**src/rtl/sertx_pkg.sv**
```systemverilog
`timescale 1ns/1ps
package sertx_pkg;
  localparam int SAMPLE_W = 32;
  localparam int SLOT_W   = 6;   // 64 slots per frame

  typedef enum logic [1:0] {FMT_RJ = 2'b00, FMT_LJ = 2'b01, FMT_I2S = 2'b10, FMT_DSP = 2'b11} fmt_e;
  typedef enum logic [1:0] {WL_16 = 2'b00, WL_20 = 2'b01, WL_24 = 2'b10, WL_32 = 2'b11} wl_e;

  typedef struct packed {
    fmt_e fmt;
    logic alt;
    logic binv;
    wl_e  wl;
  } cfg_t;

  localparam cfg_t CFG_RST = '{fmt: FMT_I2S, alt: 1'b0, binv: 1'b0, wl: WL_24};

  function automatic int wl_len(wl_e w);
    case (w)
      WL_16:   return 16;
      WL_20:   return 20;
      WL_24:   return 24;
      default: return 32;
    endcase
  endfunction
endpackage

```
**src/rtl/sertx_timebase.sv**
```systemverilog
`timescale 1ns/1ps
module sertx_timebase #(
  parameter int HALF_DIV = 2,
  parameter int SLOT_W   = 6
) (
  input  logic              clk_i,
  input  logic              rst_ni,
  output logic [SLOT_W-1:0] slot_o,
  output logic              slot_start_o,
  output logic              phase_hi_o,
  output logic              frame_end_o
);
  localparam int CW = $clog2(2*HALF_DIV);
  localparam logic [CW-1:0] CNT_LAST = CW'(2*HALF_DIV-1);
  localparam logic [CW-1:0] CNT_HALF = CW'(HALF_DIV);

  logic [CW-1:0]     cnt_q;
  logic [SLOT_W-1:0] slot_q;

  always_ff @(posedge clk_i or negedge rst_ni) begin
    if (!rst_ni) begin
      cnt_q  <= '0;
      slot_q <= '0;
    end else if (cnt_q == CNT_LAST) begin
      cnt_q  <= '0;
      slot_q <= slot_q + 1'b1;
    end else begin
      cnt_q  <= cnt_q + 1'b1;
    end
  end

  assign slot_o       = slot_q;
  assign slot_start_o = (cnt_q == '0);
  assign phase_hi_o   = (cnt_q >= CNT_HALF);
  assign frame_end_o  = (cnt_q == CNT_LAST) && (&slot_q);
endmodule

```
**src/rtl/sertx_cfg.sv**
```systemverilog
`timescale 1ns/1ps
module sertx_cfg
  import sertx_pkg::*;
(
  input  logic       clk_i,
  input  logic       rst_ni,
  input  logic       load_i,
  input  logic [1:0] fmt_i,
  input  logic       alt_i,
  input  logic       binv_i,
  input  logic [1:0] wl_i,
  output cfg_t       cfg_o,
  output logic       err_o
);
  logic illegal;
  assign illegal = (fmt_e'(fmt_i) == FMT_RJ) && (wl_e'(wl_i) == WL_32);

  always_ff @(posedge clk_i or negedge rst_ni) begin
    if (!rst_ni) begin
      cfg_o <= CFG_RST;
      err_o <= 1'b0;
    end else if (load_i) begin
      cfg_o.fmt  <= fmt_e'(fmt_i);
      cfg_o.alt  <= alt_i;
      cfg_o.binv <= binv_i;
      cfg_o.wl   <= illegal ? WL_24 : wl_e'(wl_i);
      err_o      <= illegal;
    end
  end
endmodule

```
**src/rtl/sertx_buf.sv**
```systemverilog
`timescale 1ns/1ps
module sertx_buf #(
  parameter int SAMPLE_W = 32
) (
  input  logic                clk_i,
  input  logic                rst_ni,
  input  logic                valid_i,
  input  logic [SAMPLE_W-1:0] left_i,
  input  logic [SAMPLE_W-1:0] right_i,
  input  logic                load_i,
  output logic                ready_o,
  output logic [SAMPLE_W-1:0] tx_l_o,
  output logic [SAMPLE_W-1:0] tx_r_o,
  output logic                underflow_o
);
  logic                have_q;
  logic [SAMPLE_W-1:0] hold_l_q, hold_r_q;
  logic                accept;

  assign ready_o = !have_q;
  assign accept  = valid_i && !have_q;

  always_ff @(posedge clk_i or negedge rst_ni) begin
    if (!rst_ni) begin
      have_q      <= 1'b0;
      hold_l_q    <= '0;
      hold_r_q    <= '0;
      tx_l_o      <= '0;
      tx_r_o      <= '0;
      underflow_o <= 1'b0;
    end else begin
      underflow_o <= load_i && !have_q;
      if (load_i) begin
        tx_l_o <= have_q ? hold_l_q : '0;
        tx_r_o <= have_q ? hold_r_q : '0;
      end
      if (accept) begin
        hold_l_q <= left_i;
        hold_r_q <= right_i;
        have_q   <= 1'b1;
      end else if (load_i) begin
        have_q   <= 1'b0;
      end
    end
  end
endmodule

```
**src/rtl/sertx_map.sv**
```systemverilog
`timescale 1ns/1ps
module sertx_map
  import sertx_pkg::*;
#(
  parameter int SLOT_W   = 6,
  parameter int SAMPLE_W = 32
) (
  input  logic [SLOT_W-1:0]   slot_i,
  input  fmt_e                fmt_i,
  input  logic                alt_i,
  input  wl_e                 wl_i,
  input  logic [SAMPLE_W-1:0] tx_l_i,
  input  logic [SAMPLE_W-1:0] tx_r_i,
  output logic                sdata_o,
  output logic                lrclk_o
);
  localparam int PW   = SLOT_W + 1;
  localparam int IW   = $clog2(SAMPLE_W);
  localparam int HALF = 2**(SLOT_W-1);
  localparam logic [PW-1:0] P_HALF = PW'(HALF);
  localparam logic [PW-1:0] P_FULL = PW'(2*HALF);

  logic [PW-1:0]       s_ext, n_len;
  logic [PW-1:0]       st [2];
  logic [SAMPLE_W-1:0] word [2];
  logic [1:0]          hit, bitv;

  assign s_ext   = {1'b0, slot_i};
  assign n_len   = PW'(wl_len(wl_i));
  assign word[0] = tx_l_i;
  assign word[1] = tx_r_i;

  always_comb begin
    st[0] = (fmt_i == FMT_RJ) ? P_HALF - n_len : '0;
    case (fmt_i)
      FMT_RJ:  st[1] = P_FULL - n_len;
      FMT_DSP: st[1] = n_len;
      default: st[1] = P_HALF;
    endcase
  end

  for (genvar c = 0; c < 2; c++) begin : g_ch
    logic [PW-1:0] off;
    assign off     = s_ext - st[c];
    assign hit[c]  = (s_ext >= st[c]) && (s_ext < st[c] + n_len);
    assign bitv[c] = word[c][IW'(SAMPLE_W-1) - off[IW-1:0]];
  end

  assign sdata_o = |(hit & bitv);

  always_comb begin
    case (fmt_i)
      FMT_I2S: lrclk_o = ((s_ext >= P_HALF - 1'b1) && (s_ext < P_FULL - 1'b1)) ^ alt_i;
      FMT_DSP: lrclk_o = alt_i ? (&slot_i) : (slot_i == '0);
      default: lrclk_o = (s_ext < P_HALF) ^ alt_i;
    endcase
  end
endmodule

```
**src/rtl/pcm_ser_tx.sv**
```systemverilog
`timescale 1ns/1ps
module pcm_ser_tx
  import sertx_pkg::*;
#(
  parameter int HALF_DIV = 2
) (
  input  logic                clk_i,
  input  logic                rst_ni,
  input  logic [1:0]          fmt_i,
  input  logic                fsync_alt_i,
  input  logic                bclk_inv_i,
  input  logic [1:0]          wlen_i,
  input  logic [SAMPLE_W-1:0] left_i,
  input  logic [SAMPLE_W-1:0] right_i,
  input  logic                valid_i,
  output logic                ready_o,
  output logic                bclk_o,
  output logic                lrclk_o,
  output logic                sdata_o,
  output logic                underflow_o,
  output logic                cfg_err_o
);
  logic [SLOT_W-1:0]   slot_q;
  logic                slot_start, phase_hi, frame_end;
  cfg_t                cfg_q;
  logic [SAMPLE_W-1:0] tx_l, tx_r;

  sertx_timebase #(.HALF_DIV(HALF_DIV), .SLOT_W(SLOT_W)) i_timebase (
    .clk_i, .rst_ni,
    .slot_o(slot_q), .slot_start_o(slot_start),
    .phase_hi_o(phase_hi), .frame_end_o(frame_end)
  );

  sertx_cfg i_cfg (
    .clk_i, .rst_ni, .load_i(frame_end),
    .fmt_i, .alt_i(fsync_alt_i), .binv_i(bclk_inv_i), .wl_i(wlen_i),
    .cfg_o(cfg_q), .err_o(cfg_err_o)
  );

  sertx_buf #(.SAMPLE_W(SAMPLE_W)) i_buf (
    .clk_i, .rst_ni, .valid_i, .left_i, .right_i, .load_i(frame_end),
    .ready_o, .tx_l_o(tx_l), .tx_r_o(tx_r), .underflow_o
  );

  sertx_map #(.SLOT_W(SLOT_W), .SAMPLE_W(SAMPLE_W)) i_map (
    .slot_i(slot_q), .fmt_i(cfg_q.fmt), .alt_i(cfg_q.alt), .wl_i(cfg_q.wl),
    .tx_l_i(tx_l), .tx_r_i(tx_r), .sdata_o, .lrclk_o
  );

  assign bclk_o = phase_hi ^ cfg_q.binv;
endmodule

```
**config.mk**
```make
export PLATFORM = sky130hd
export DESIGN_NAME = pcm_ser_tx
export DESIGN_NICKNAME = d
export VERILOG_FILES = /design/src/rtl/sertx_pkg.sv /design/src/rtl/sertx_timebase.sv /design/src/rtl/sertx_cfg.sv /design/src/rtl/sertx_buf.sv /design/src/rtl/sertx_map.sv /design/src/rtl/pcm_ser_tx.sv
export SDC_FILE = /design/constraint.sdc
export NUM_CORES = 1
export LEC_CHECK = 0
export BUFFER_PORTS_ARGS = -buffer_cell sky130_fd_sc_hd__buf_2
export CORE_AREA = 4 4 85 167
export CTS_BUF_LIST = sky130_fd_sc_hd__clkbuf_16
export DETAILED_ROUTE_END_ITERATION = 8
export DIE_AREA = 0 0 89 171
export PLACE_DENSITY = 0.85
export SLEW_MARGIN = 10
export SYNTH_ARGS = -nofsm -noshare
export SYNTH_HDL_FRONTEND = slang
export SYNTH_SLANG_ARGS = --single-unit
```
**constraint.sdc**
```tcl
create_clock -name clk_i -period 5.38 [get_ports clk_i]
set_input_delay 1.076 -clock clk_i [delete_from_list [all_inputs] [get_ports clk_i]]
set_output_delay 1.076 -clock clk_i [all_outputs]
set_load 0.005 [all_outputs]
```
Word level (Yosys, flattened, before mapping)
Index checks and enable logic that the tools add are counted.

Register bits: 145.

Multiplexer cells: 15. Eq/ne operators: 6. Add/sub/neg operators: 10. Order comparisons: 10. Reduce and logical (&&, ||, !) cells: 15. Bitwise gates (word level): 4.

Operator list (count): 2-to-1 mux 32 bit (2); case mux 6 bit (3 select lines) (1); adder 7 x 6 -> 7 bit (2); greater-or-equal comparator 6 x 7 -> 1 bit (2); less-than comparator 6 x 7 -> 1 bit (2); case mux 7 bit (2 select lines) (1); less-than comparator 5 x 6 -> 1 bit, second input constant (2); less-than comparator 6 bit, second input constant (2); binary-select mux 1 bit (select 5 bit) (2); equality test 2 bit, second input constant (5); subtractor 5 bit (2); subtractor 5 bit, first input constant (2); logical AND 1 bit (7); 2-to-1 mux 7 bit (1); subtractor 6 x 6 -> 7 bit, first input constant (1); subtractor 7 x 6 -> 7 bit, first input constant (1); adder 6 x 1 -> 6 bit, second input constant (1); greater-or-equal comparator 6 x 5 -> 1 bit, second input constant (1); logical NOT 2 bit (3); logical NOT 6 bit (1); AND reduction 6 bit (1); 2-to-1 mux 1 bit (5); 2-to-1 mux 2 bit (2); bitwise XOR 1 bit (3); other kinds (8) (8).

Longest topological paths before layout
Gate-level depths: netlist (run 1).

Depth after elaboration: 10. Depth in mapped cells: 14. Depth with buffers taken out: 13.

By module
From an unflattened synthesis (run 1), not the netlist that was laid out.

Cell total of the unflattened synthesis: 617. Area, all modules: 7086.8 um^2.

By module, submodules not included: sertx_buf (cells an instance 418, instances 1, area each 5041.1 um^2); sertx_map (cells an instance 150, instances 1, area each 1368.8 um^2); sertx_timebase (cells an instance 29, instances 1, area each 362.8 um^2); sertx_cfg (cells an instance 19, instances 1, area each 305.3 um^2); pcm_ser_tx (cells an instance 1, instances 1, area each 8.8 um^2).

Least setup slack after synthesis (run 1)
No wires, ideal clock.

Path kind: register to output. Start point: register i_cfg.cfg_o[5] (netlist name). End point: output port sdata_o. Path slack: 1590 ps. Cell stages (with the launch flop): 15. Arrival: 2714 ps. Data required time: 4304 ps. Path through: dfstp_2 inv_1 ha_1 clkbuf_1 nand2_1 a21o_1 inv_1 fa_1 inv_1 ha_1 o21ai_0 o21bai_1 a21oi_1 o21ai_0 o22ai_2.

Word-level cells in the longest chain between the ends: 8.

Ends and longest elaborated chain: from (decl) (line sertx_cfg.sv:12) `output cfg_t cfg_o,`; equality test 2 bit or logical NOT 2 bit (tied branches) (line sertx_map.sv:35, sertx_map.sv:34); case mux 7 bit (2 select lines) or 2-to-1 mux 7 bit (tied branches) (line sertx_map.sv:35, sertx_map.sv:34); subtractor 5 bit (line sertx_map.sv:44) `assign off = s_ext - st[c];`; subtractor 5 bit (line sertx_map.sv:46) `assign bitv[c] = word[c][IW'(SAMPLE_W-1) - off[IW-1:0]];`; binary-select mux 1 bit (select 5 bit) (line sertx_map.sv:46); 2-to-1 mux 1 bit (implied by the code) (line sertx_map.sv:46); AND 2 bit (*) (line sertx_map.sv:49) `assign sdata_o = |(hit & bitv);`; OR reduction 2 bit (*) (line sertx_map.sv:49); to (decl) (line pcm_ser_tx.sv:19) `output logic sdata_o,`.

Every way passes the cells marked *; elsewhere a longest branch is shown, timed or not. The select of a mux whose other input is x is not followed.

Worst setup path after layout (run 1)
Same ends and word-level chain as after synthesis.

==> flow_metrics.py, run 1 <==
metrics = {
    "run_status": {
        "status": "finished clean",
    },
    "min_path": {
        "min_path_type": "register to register",
    },
    "floorplan": {
        "chipWidth_um": 89,
        "rows": 59,
        "core_sq_um": 12920,
        "fp.dieArea_sq_um": 15220,
        "die_h_um": 171,
        "ios": 79,
        "initial_core_util_pct": 54.05,
    },
    "critical_path": {
        "required_ps": 4300,
        "crit_fanout": 5,
        "worstPathArrival_ps": 3590,
        "cp_slowest_stage_delay_ps": 550,
        "timing.rr.start": "i_timebase.slot_o[0]$_DFFE_PN0P_",
        "reg2reg_slack_ps": 2390,
        "crit_top_cell": "ha_1",
        "start_kind": "register",
        "crit_end": "sdata_o",
        "crit_start": "i_cfg.cfg_o[5]$_DFFE_PN1P_",
        "r2r-end": "i_cfg.cfg_o[4]$_DFFE_PN0P_",
        "crit_type": "register to primary output",
        "path_cells": "inv_1, ha_1, nor3b_1, ha_1, fa_1, inv_1, ha_1, o21ai_0, o21bai_1, a21oi_1, o21ai_0, o22ai_2, buf_2",
        "r2r_cells": 6,
        "crit_slowest_cell": "dfstp_2",
        "end_kind": "primary output",
    },
    "synthesis": {
        "synthDistinctLibCells": 45,
        "syn_avg_cell_area_sq_um": 10.98,
        "synth.net_count": 744,
        "synth_top_area_share_pct": 51.25,
        "synth_enable_flop_cells": 0,
        "synth_flop_cell": "dfrtp_1",
        "async_flop_share_pct": 100.0,
        "synth.largest_area_cell": "dfrtp_1",
        "seq_area_frac_synth_pct": 52.00,
        "syn_inst": 636,
        "ys_warn_count": 0,
        "postSynthRegisterBits": 145,
        "synth_area_leaders": "dfrtp_1, mux2_2, nand2_1, ha_1, o21ai_0",
        "syn_area_sq_um": 6983,
    },
    "finish": {
        "design_area_sq_um": 8015,
        "most-common-layout-cells": "nand2_1, dfrtp_1, buf_2, o21ai_0, mux2_2",
        "layout_commonest_cell": "nand2_1",
        "syn2layout_area_growth_pct": 14.78,
        "diodes": 0,
        "final_nets": 808,
        "drive_above_1_share_pct": 26.93,
    },
    "drt": {
        "drt_iter0_markers": 243,
        "viasPerCell": 5.539,
        "drtPass1Iterations": 5,
        "via_count": 4791,
        "drt_wl_total_mm": 14.91,
        "wire_per_inst_um": 17.23,
        "remaining_drc_errors": 0,
        "detail-route-antenna-nets": 0,
    },
    "cts": {
        "cts-root-buf": "clkbuf_16",
        "cts_tree": "done",
        "numCtsBuffers": 17,
        "cts_max_path_buffers": 2,
        "htree_levels": 4,
        "cts_resized": 0,
        "clk_latency_ps": 410,
        "postCtsSetupRepairBufs": 0,
        "ctsHoldBuffers": 0,
        "path_clk_slew_ps": 60,
        "clkSinkCount": 145,
    },
    "pwr": {
        "vdd_ir_drop_max_uv": 257.5,
        "p_total_mw": 2.918,
        "p_per_area_nw_per_um2": 364.0,
        "p_leak_nw": 3.794,
    },
    "grt": {
        "overflow": 0,
        "antenna_found_initial": 0,
        "grt_pass1_wl_mm": 24.47,
        "grt_usage_pct": 21.12,
        "grt_max_degree": 140,
        "grt_pass1_vias": 5143,
    },
    "place": {
        "port-buffer-count": 78,
        "place_hpwl_mm": 10.32,
        "gpl.final_weighted_congestion": 0.8630,
        "placed_cell_area_sq_um": 7437,
    },
    "timing": {
        "worstMarginPinSlew_ps": 960.4,
        "fin_skew_ps": 7.068,
        "fin_hold_ws_ps": 454.0,
        "hold_viol_final": 0,
        "rsz0062_at_grt": "false",
        "finalMaxSlewViolations": 0,
        "setup_tns_ps": 0,
        "setup_viol": 0,
        "period_share_pct": 86.77,
        "max_slew_margin_pct": 35.98,
        "period_minus_slack_ps": 4668,
        "maxClockFrequency_ghz": 0.2142,
    },
    "job": {
        "cap_violations": 0,
    },
}
synth_stat cells (all sizes together) (4+ instances only):
library cell,instances
nand2,150
dfrtp,143
o21ai,75
mux2,69
ha,32
clkbuf,22
inv,20
mux2i,19
buf,15
nor2,11
xnor2,10
a21oi,9
mux4,8
a211oi,5
nor2b,5
a21o,4
nand3,4
worst max-delay path: cells and delay by family, from the launching register on:
kind	cells	cell delay (ps)
AO/OA/AOI/OAI	5	740
flip-flops	1	550
AND/OR/NAND/NOR	1	370
buffers and inverters	3	270
adder cells (fa/ha/maj)	4	1240
registers in the layout, indices dropped and copies added, names as in the netlist, 2 cells and up:
| register | flops |
|---|---|
| i_buf.tx_l_o | 32 |
| i_buf.hold_l_q | 32 |
| i_timebase.cnt_q | 2 |
| i_cfg.cfg_o | 6 |
| i_buf.hold_r_q | 32 |
| i_timebase.slot_o | 6 |
| i_buf.tx_r_o | 32 |
layout make-up:
cell class,count,area [sq um]
Timing Repair Buffer,82,426.7
Multi-Input combinational cell,434,3122
Sequential cell,145,3632
Inverter,20,75.07
Fill cell,991,4903
Tap cell,152,190.2
Clock buffer,17,425.4
Clock inverter,15,143.9
metal layers:
| metal | routed length, um | track usage [%] |
|---|---|---|
| met1 | 5365 | 23.41 |
| met2 | 8458 | 38.45 |
| met3 | 525 | 3.663 |
| met4 | 558 | 9.203 |
| met5 | 0 | 0 |
worst min path at each step:
stage	startpoint	end	slack [ps]	depth (start not counted)
3_5_place_dp	i_timebase.cnt_q[0]$_DFF_PN0_	i_timebase.cnt_q[0]$_DFF_PN0_	450	1
2_1_floorplan	i_timebase.cnt_q[0]$_DFF_PN0_	i_timebase.cnt_q[0]$_DFF_PN0_	420	1
3_3_place_gp	i_timebase.cnt_q[0]$_DFF_PN0_	i_timebase.cnt_q[0]$_DFF_PN0_	440	1
6_report	i_timebase.cnt_q[0]$_DFF_PN0_	i_timebase.cnt_q[0]$_DFF_PN0_	450	1
4_1_cts	i_timebase.cnt_q[0]$_DFF_PN0_	i_timebase.cnt_q[0]$_DFF_PN0_	460	1
5_1_grt	i_timebase.cnt_q[0]$_DFF_PN0_	i_timebase.cnt_q[0]$_DFF_PN0_	470	1
metrics by stage:
stage	setup slack, ps	util (%)	std cells
floorplan	1590	-	636
global placement	1143	57.57	833
detailed placement	1097	57.57	833
CTS	644.3	61.98	865
global route	414.9	62.04	865
finish	712.0	62.04	865
cell families after synthesis:
family	after synthesis	synth area share, %
fa+ha+maj	35	6.594
mux	96	16.65
xor+xnor	12	1.505
buf+inv	57	3.637
flops	145	52.00
simple gates	182	10.54
compound gates	109	9.085
report_power, final:
part	switching [mW]	internal (mW)	leakage (nW)	total (mW)
clock	0.455	0.678	0.279	1.13
combinational	0.175	0.221	1.67	0.396
sequential	0.107	1.28	1.84	1.39
Power figures use the tool's default switching activity.
==> run 2, diff against run 1 <==
ABC_AREA = 1   (was unset)
CORE_AREA = 4 4 87 170   (was 4 4 85 167)
DIE_AREA = 0 0 91 174   (was 0 0 89 171)
==> run 2 against run 1 <==
  * Clock power hardly changed
  * Global-route usage is 0.42 points lower
  * Largest power group is now clock
  * Highest routed layer unchanged
  * Worst hold slack worse by 9.0 ps
  * Sequential power is 22% lower
  * Total power is 21% lower
==> flow_metrics.py, run 2 <==
metrics = {
    "floorplan": {
        "chipWidth_um": 91,
        "core_sq_um": 13510,
        "ios": 79,
        "initial_core_util_pct": 53.65,
        "rows": 60,
        "fp.dieArea_sq_um": 15830,
        "die_h_um": 174,
    },
    "finish": {
        "final_nets": 932,
        "most-common-layout-cells": "nand2_1, dfrtp_1, buf_2, nand3_1, mux2_2",
        "layout_commonest_cell": "nand2_1",
        "diodes": 0,
        "final_util_pct": 60.66,
        "seq_area_sq_um": 3632,
        "multi_input_area_sq_um": 3191,
        "fill_cells": 1132,
        "syn2layout_area_growth_pct": 13.07,
        "drive_above_1_share_pct": 25.09,
    },
    "drt": {
        "drtPass1Iterations": 5,
        "viasPerCell": 5.427,
        "remaining_drc_errors": 0,
        "detail-route-antenna-nets": 0,
        "drt_iter0_markers": 398,
        "wire_per_inst_um": 15.64,
        "drt_wl_total_mm": 15.52,
        "via_count": 5384,
    },
    "synthesis": {
        "syn_area_sq_um": 7249,
        "synth_xor_area_share_pct": 1.450,
        "async_flop_share_pct": 100.0,
        "synth_area_leaders": "dfrtp_1, nand2_1, mux2_2, ha_1, nand3_1",
        "syn_avg_cell_area_sq_um": 9.514,
        "ys_warn_count": 0,
        "syn_inst": 762,
        "synth.net_count": 870,
        "synth-compound-area-share_pct": 7.042,
        "muxShareOfSynthArea_pct": 9.941,
        "synth_enable_flop_cells": 0,
        "synth.largest_area_cell": "dfrtp_1",
        "synth_top_family_by_area": "simple AND/OR/NAND/NOR gates",
        "synth_fa_ha_area_share_pct": 6.351,
        "synth_most_common_cell": "nand2_1",
        "synthDistinctLibCells": 30,
        "postSynthRegisterBits": 145,
        "synthSimpleGateAreaFrac_pct": 19.19,
        "synth_top_area_share_pct": 49.36,
        "synth_flop_cell": "dfrtp_1",
        "synthTopCellsByCount": "nand2_1, dfrtp_1, nand3_1",
        "seq_area_frac_synth_pct": 50.09,
    },
    "critical_path": {
        "crit_type": "register to primary output",
        "reg2reg_slack_ps": 2490,
        "end_kind": "primary output",
        "worstPathArrival_ps": 3660,
        "crit_start": "i_cfg.cfg_o[1]$_DFFE_PN1P_",
        "required_ps": 4300,
        "crit_fanout": 5,
        "r2r_cells": 7,
        "r2r-end": "i_buf.tx_r_o[20]$_DFFE_PN0P_",
        "start_kind": "register",
        "timing.rr.start": "i_timebase.slot_o[1]$_DFFE_PN0P_",
        "crit_end": "sdata_o",
    },
    "cts": {
        "ctsHoldBuffers": 0,
        "cts_max_path_buffers": 2,
        "clk_latency_ps": 420,
        "postCtsSetupRepairBufs": 0,
        "htree_levels": 4,
        "numCtsBuffers": 17,
        "cts-root-buf": "clkbuf_16",
        "path_clk_slew_ps": 60,
        "cts_resized": 0,
        "clkSinkCount": 145,
        "cts_tree": "done",
    },
    "pwr": {
        "clock_power_share_pct": 50.4,
        "p_per_area_nw_per_um2": 280.6,
        "switching_share_pct": 21.86,
        "power.switching_mw": 0.5028,
        "p_leak_nw": 4.084,
        "vdd_ir_drop_max_uv": 205.9,
        "pwr-share-comb_pct": 2.1,
        "p_seq_share_pct": 47.4,
        "intPower_mw": 1.797,
    },
    "timing": {
        "max_slew_margin_pct": 33.26,
        "finalMaxSlewViolations": 0,
        "fin_skew_ps": 7.932,
        "period_share_pct": 88.02,
        "period_minus_slack_ps": 4736,
        "setup_viol": 0,
        "rsz0062_at_grt": "false",
        "worstMarginPinSlew_ps": 1001,
        "maxClockFrequency_ghz": 0.2112,
        "hold_viol_final": 0,
        "setup_tns_ps": 0,
    },
    "grt": {
        "overflow": 0,
        "use_met2_pct": 36.97,
        "grt_usage_pct": 20.70,
        "grt_pass1_wl_mm": 26.38,
        "grt_max_degree": 113,
        "grt_pass1_vias": 5550,
        "grtUsageMet1_pct": 23.29,
        "antenna_found_initial": 0,
        "gr-max-usage-layer": "met2",
        "use_met3_pct": 3.984,
    },
    "run_status": {
        "status": "finished clean",
    },
    "place": {
        "place_hpwl_mm": 10.51,
        "gpl.final_weighted_congestion": 0.9638,
        "port-buffer-count": 78,
    },
    "min_path": {
        "min_path_type": "register to register",
    },
    "job": {
        "cap_violations": 0,
    },
}
==> run 2: changes by cell type after synthesis, moves of 10 or more <==
cell | previous run | this run
o21ai_1 | 0 | 41
buf_4 | 0 | 10
o21ai_0 | 75 | 10
nand3_1 | 4 | 67
clkbuf_1 | 22 | 10
nand2_1 | 150 | 250
o21ai_2 | 0 | 20
inv_1 | 20 | 39
mux2i_1 | 19 | 0
==> run 2: power groups by stage <==
| stage | clock network, mW | registers [mW] | logic, mW |
|---|---|---|---|
| after floorplan | 0 | 1.11 | 0.00111 |
| after global placement | 0 | 1.11 | 0.0506 |
| after detailed placement | 0 | 1.11 | 0.0508 |
| after CTS | 1.17 | 1.09 | 0.0510 |
| after global routing | 1.22 | 1.09 | 0.0572 |
| final | 1.16 | 1.09 | 0.0491 |
==> run 2: kinds of logic (layout without fill, tap and decap cells) <==
logic type / after synthesis / after routing
AO/OA/AOI/OAI: 82 / 82
XOR/XNOR: 12 / 12
adder cells (fa/ha/maj): 35 / 35
buffers and inverters: 83 / 158
flip-flops: 145 / 145
multiplexers: 64 / 64
AND/OR/NAND/NOR: 341 / 341
==> run 2: critical path, cell delays in order, from the launching register on <==
cell and delay, ps:
dfstp_2 560, inv_1 70, ha_1 280, nand2_1 120
a21oi_1 560, ha_1 350, a21o_1 160, a21oi_1 150
xnor2_1 140, ha_1 240, nand2_1 90, nor2_1 40
nand2_1 50, o211ai_1 80, nor2_1 110, nand3_1 80
nand2_1 60, buf_2 110
==> run 2: layer usage <==
metal | share of wire [%] | wire length [um]
met1 | 38 | 5871
met2 | 55 | 8532
met3 | 3.7 | 573
met4 | 3.5 | 538
met5 | 0 | 0
==> run 2: layout make-up <==
class,instances,area share [%]
inverters,43,1.969
multi-input cells,534,38.93
well taps,155,2.366
clock inverters,15,1.939
flip-flops and latches,145,44.31
repair buffers,83,5.297
clock buffers,17,5.190
==> run 2: worst min-delay path by stage <==
stage	from	endpoint	slack (ps)	cells after the start
after floorplan	i_timebase.cnt_q[0]$_DFF_PN0_	i_timebase.cnt_q[0]$_DFF_PN0_	420	1
after global placement	i_timebase.cnt_q[0]$_DFF_PN0_	i_timebase.cnt_q[0]$_DFF_PN0_	440	1
after detailed placement	i_timebase.cnt_q[0]$_DFF_PN0_	i_timebase.cnt_q[0]$_DFF_PN0_	440	1
after CTS	i_timebase.cnt_q[0]$_DFF_PN0_	i_timebase.cnt_q[0]$_DFF_PN0_	450	1
after global routing	i_timebase.cnt_q[0]$_DFF_PN0_	i_timebase.cnt_q[0]$_DFF_PN0_	480	1
final	i_timebase.cnt_q[0]$_DFF_PN0_	i_timebase.cnt_q[0]$_DFF_PN0_	440	1
==> run 2: through the flow <==
| stage | std cells | hold WS [ps] | instance area (sq um) | setup slack, ps | total power [mW] |
|---|---|---|---|---|---|
| 2_1_floorplan | 762 | 424.2 | 7249 | 1526 | 1.112 |
| 3_3_place_gp | 960 | 437.7 | 7612 | 1206 | 1.161 |
| 3_5_place_dp | 960 | 443.0 | 7612 | 1084 | 1.162 |
| 4_1_cts | 992 | 450.5 | 8197 | 633.5 | 2.316 |
| 5_1_grt | 992 | 480.3 | 8197 | 329.0 | 2.371 |
| 6_report | 992 | 445.0 | 8197 | 644.4 | 2.300 |
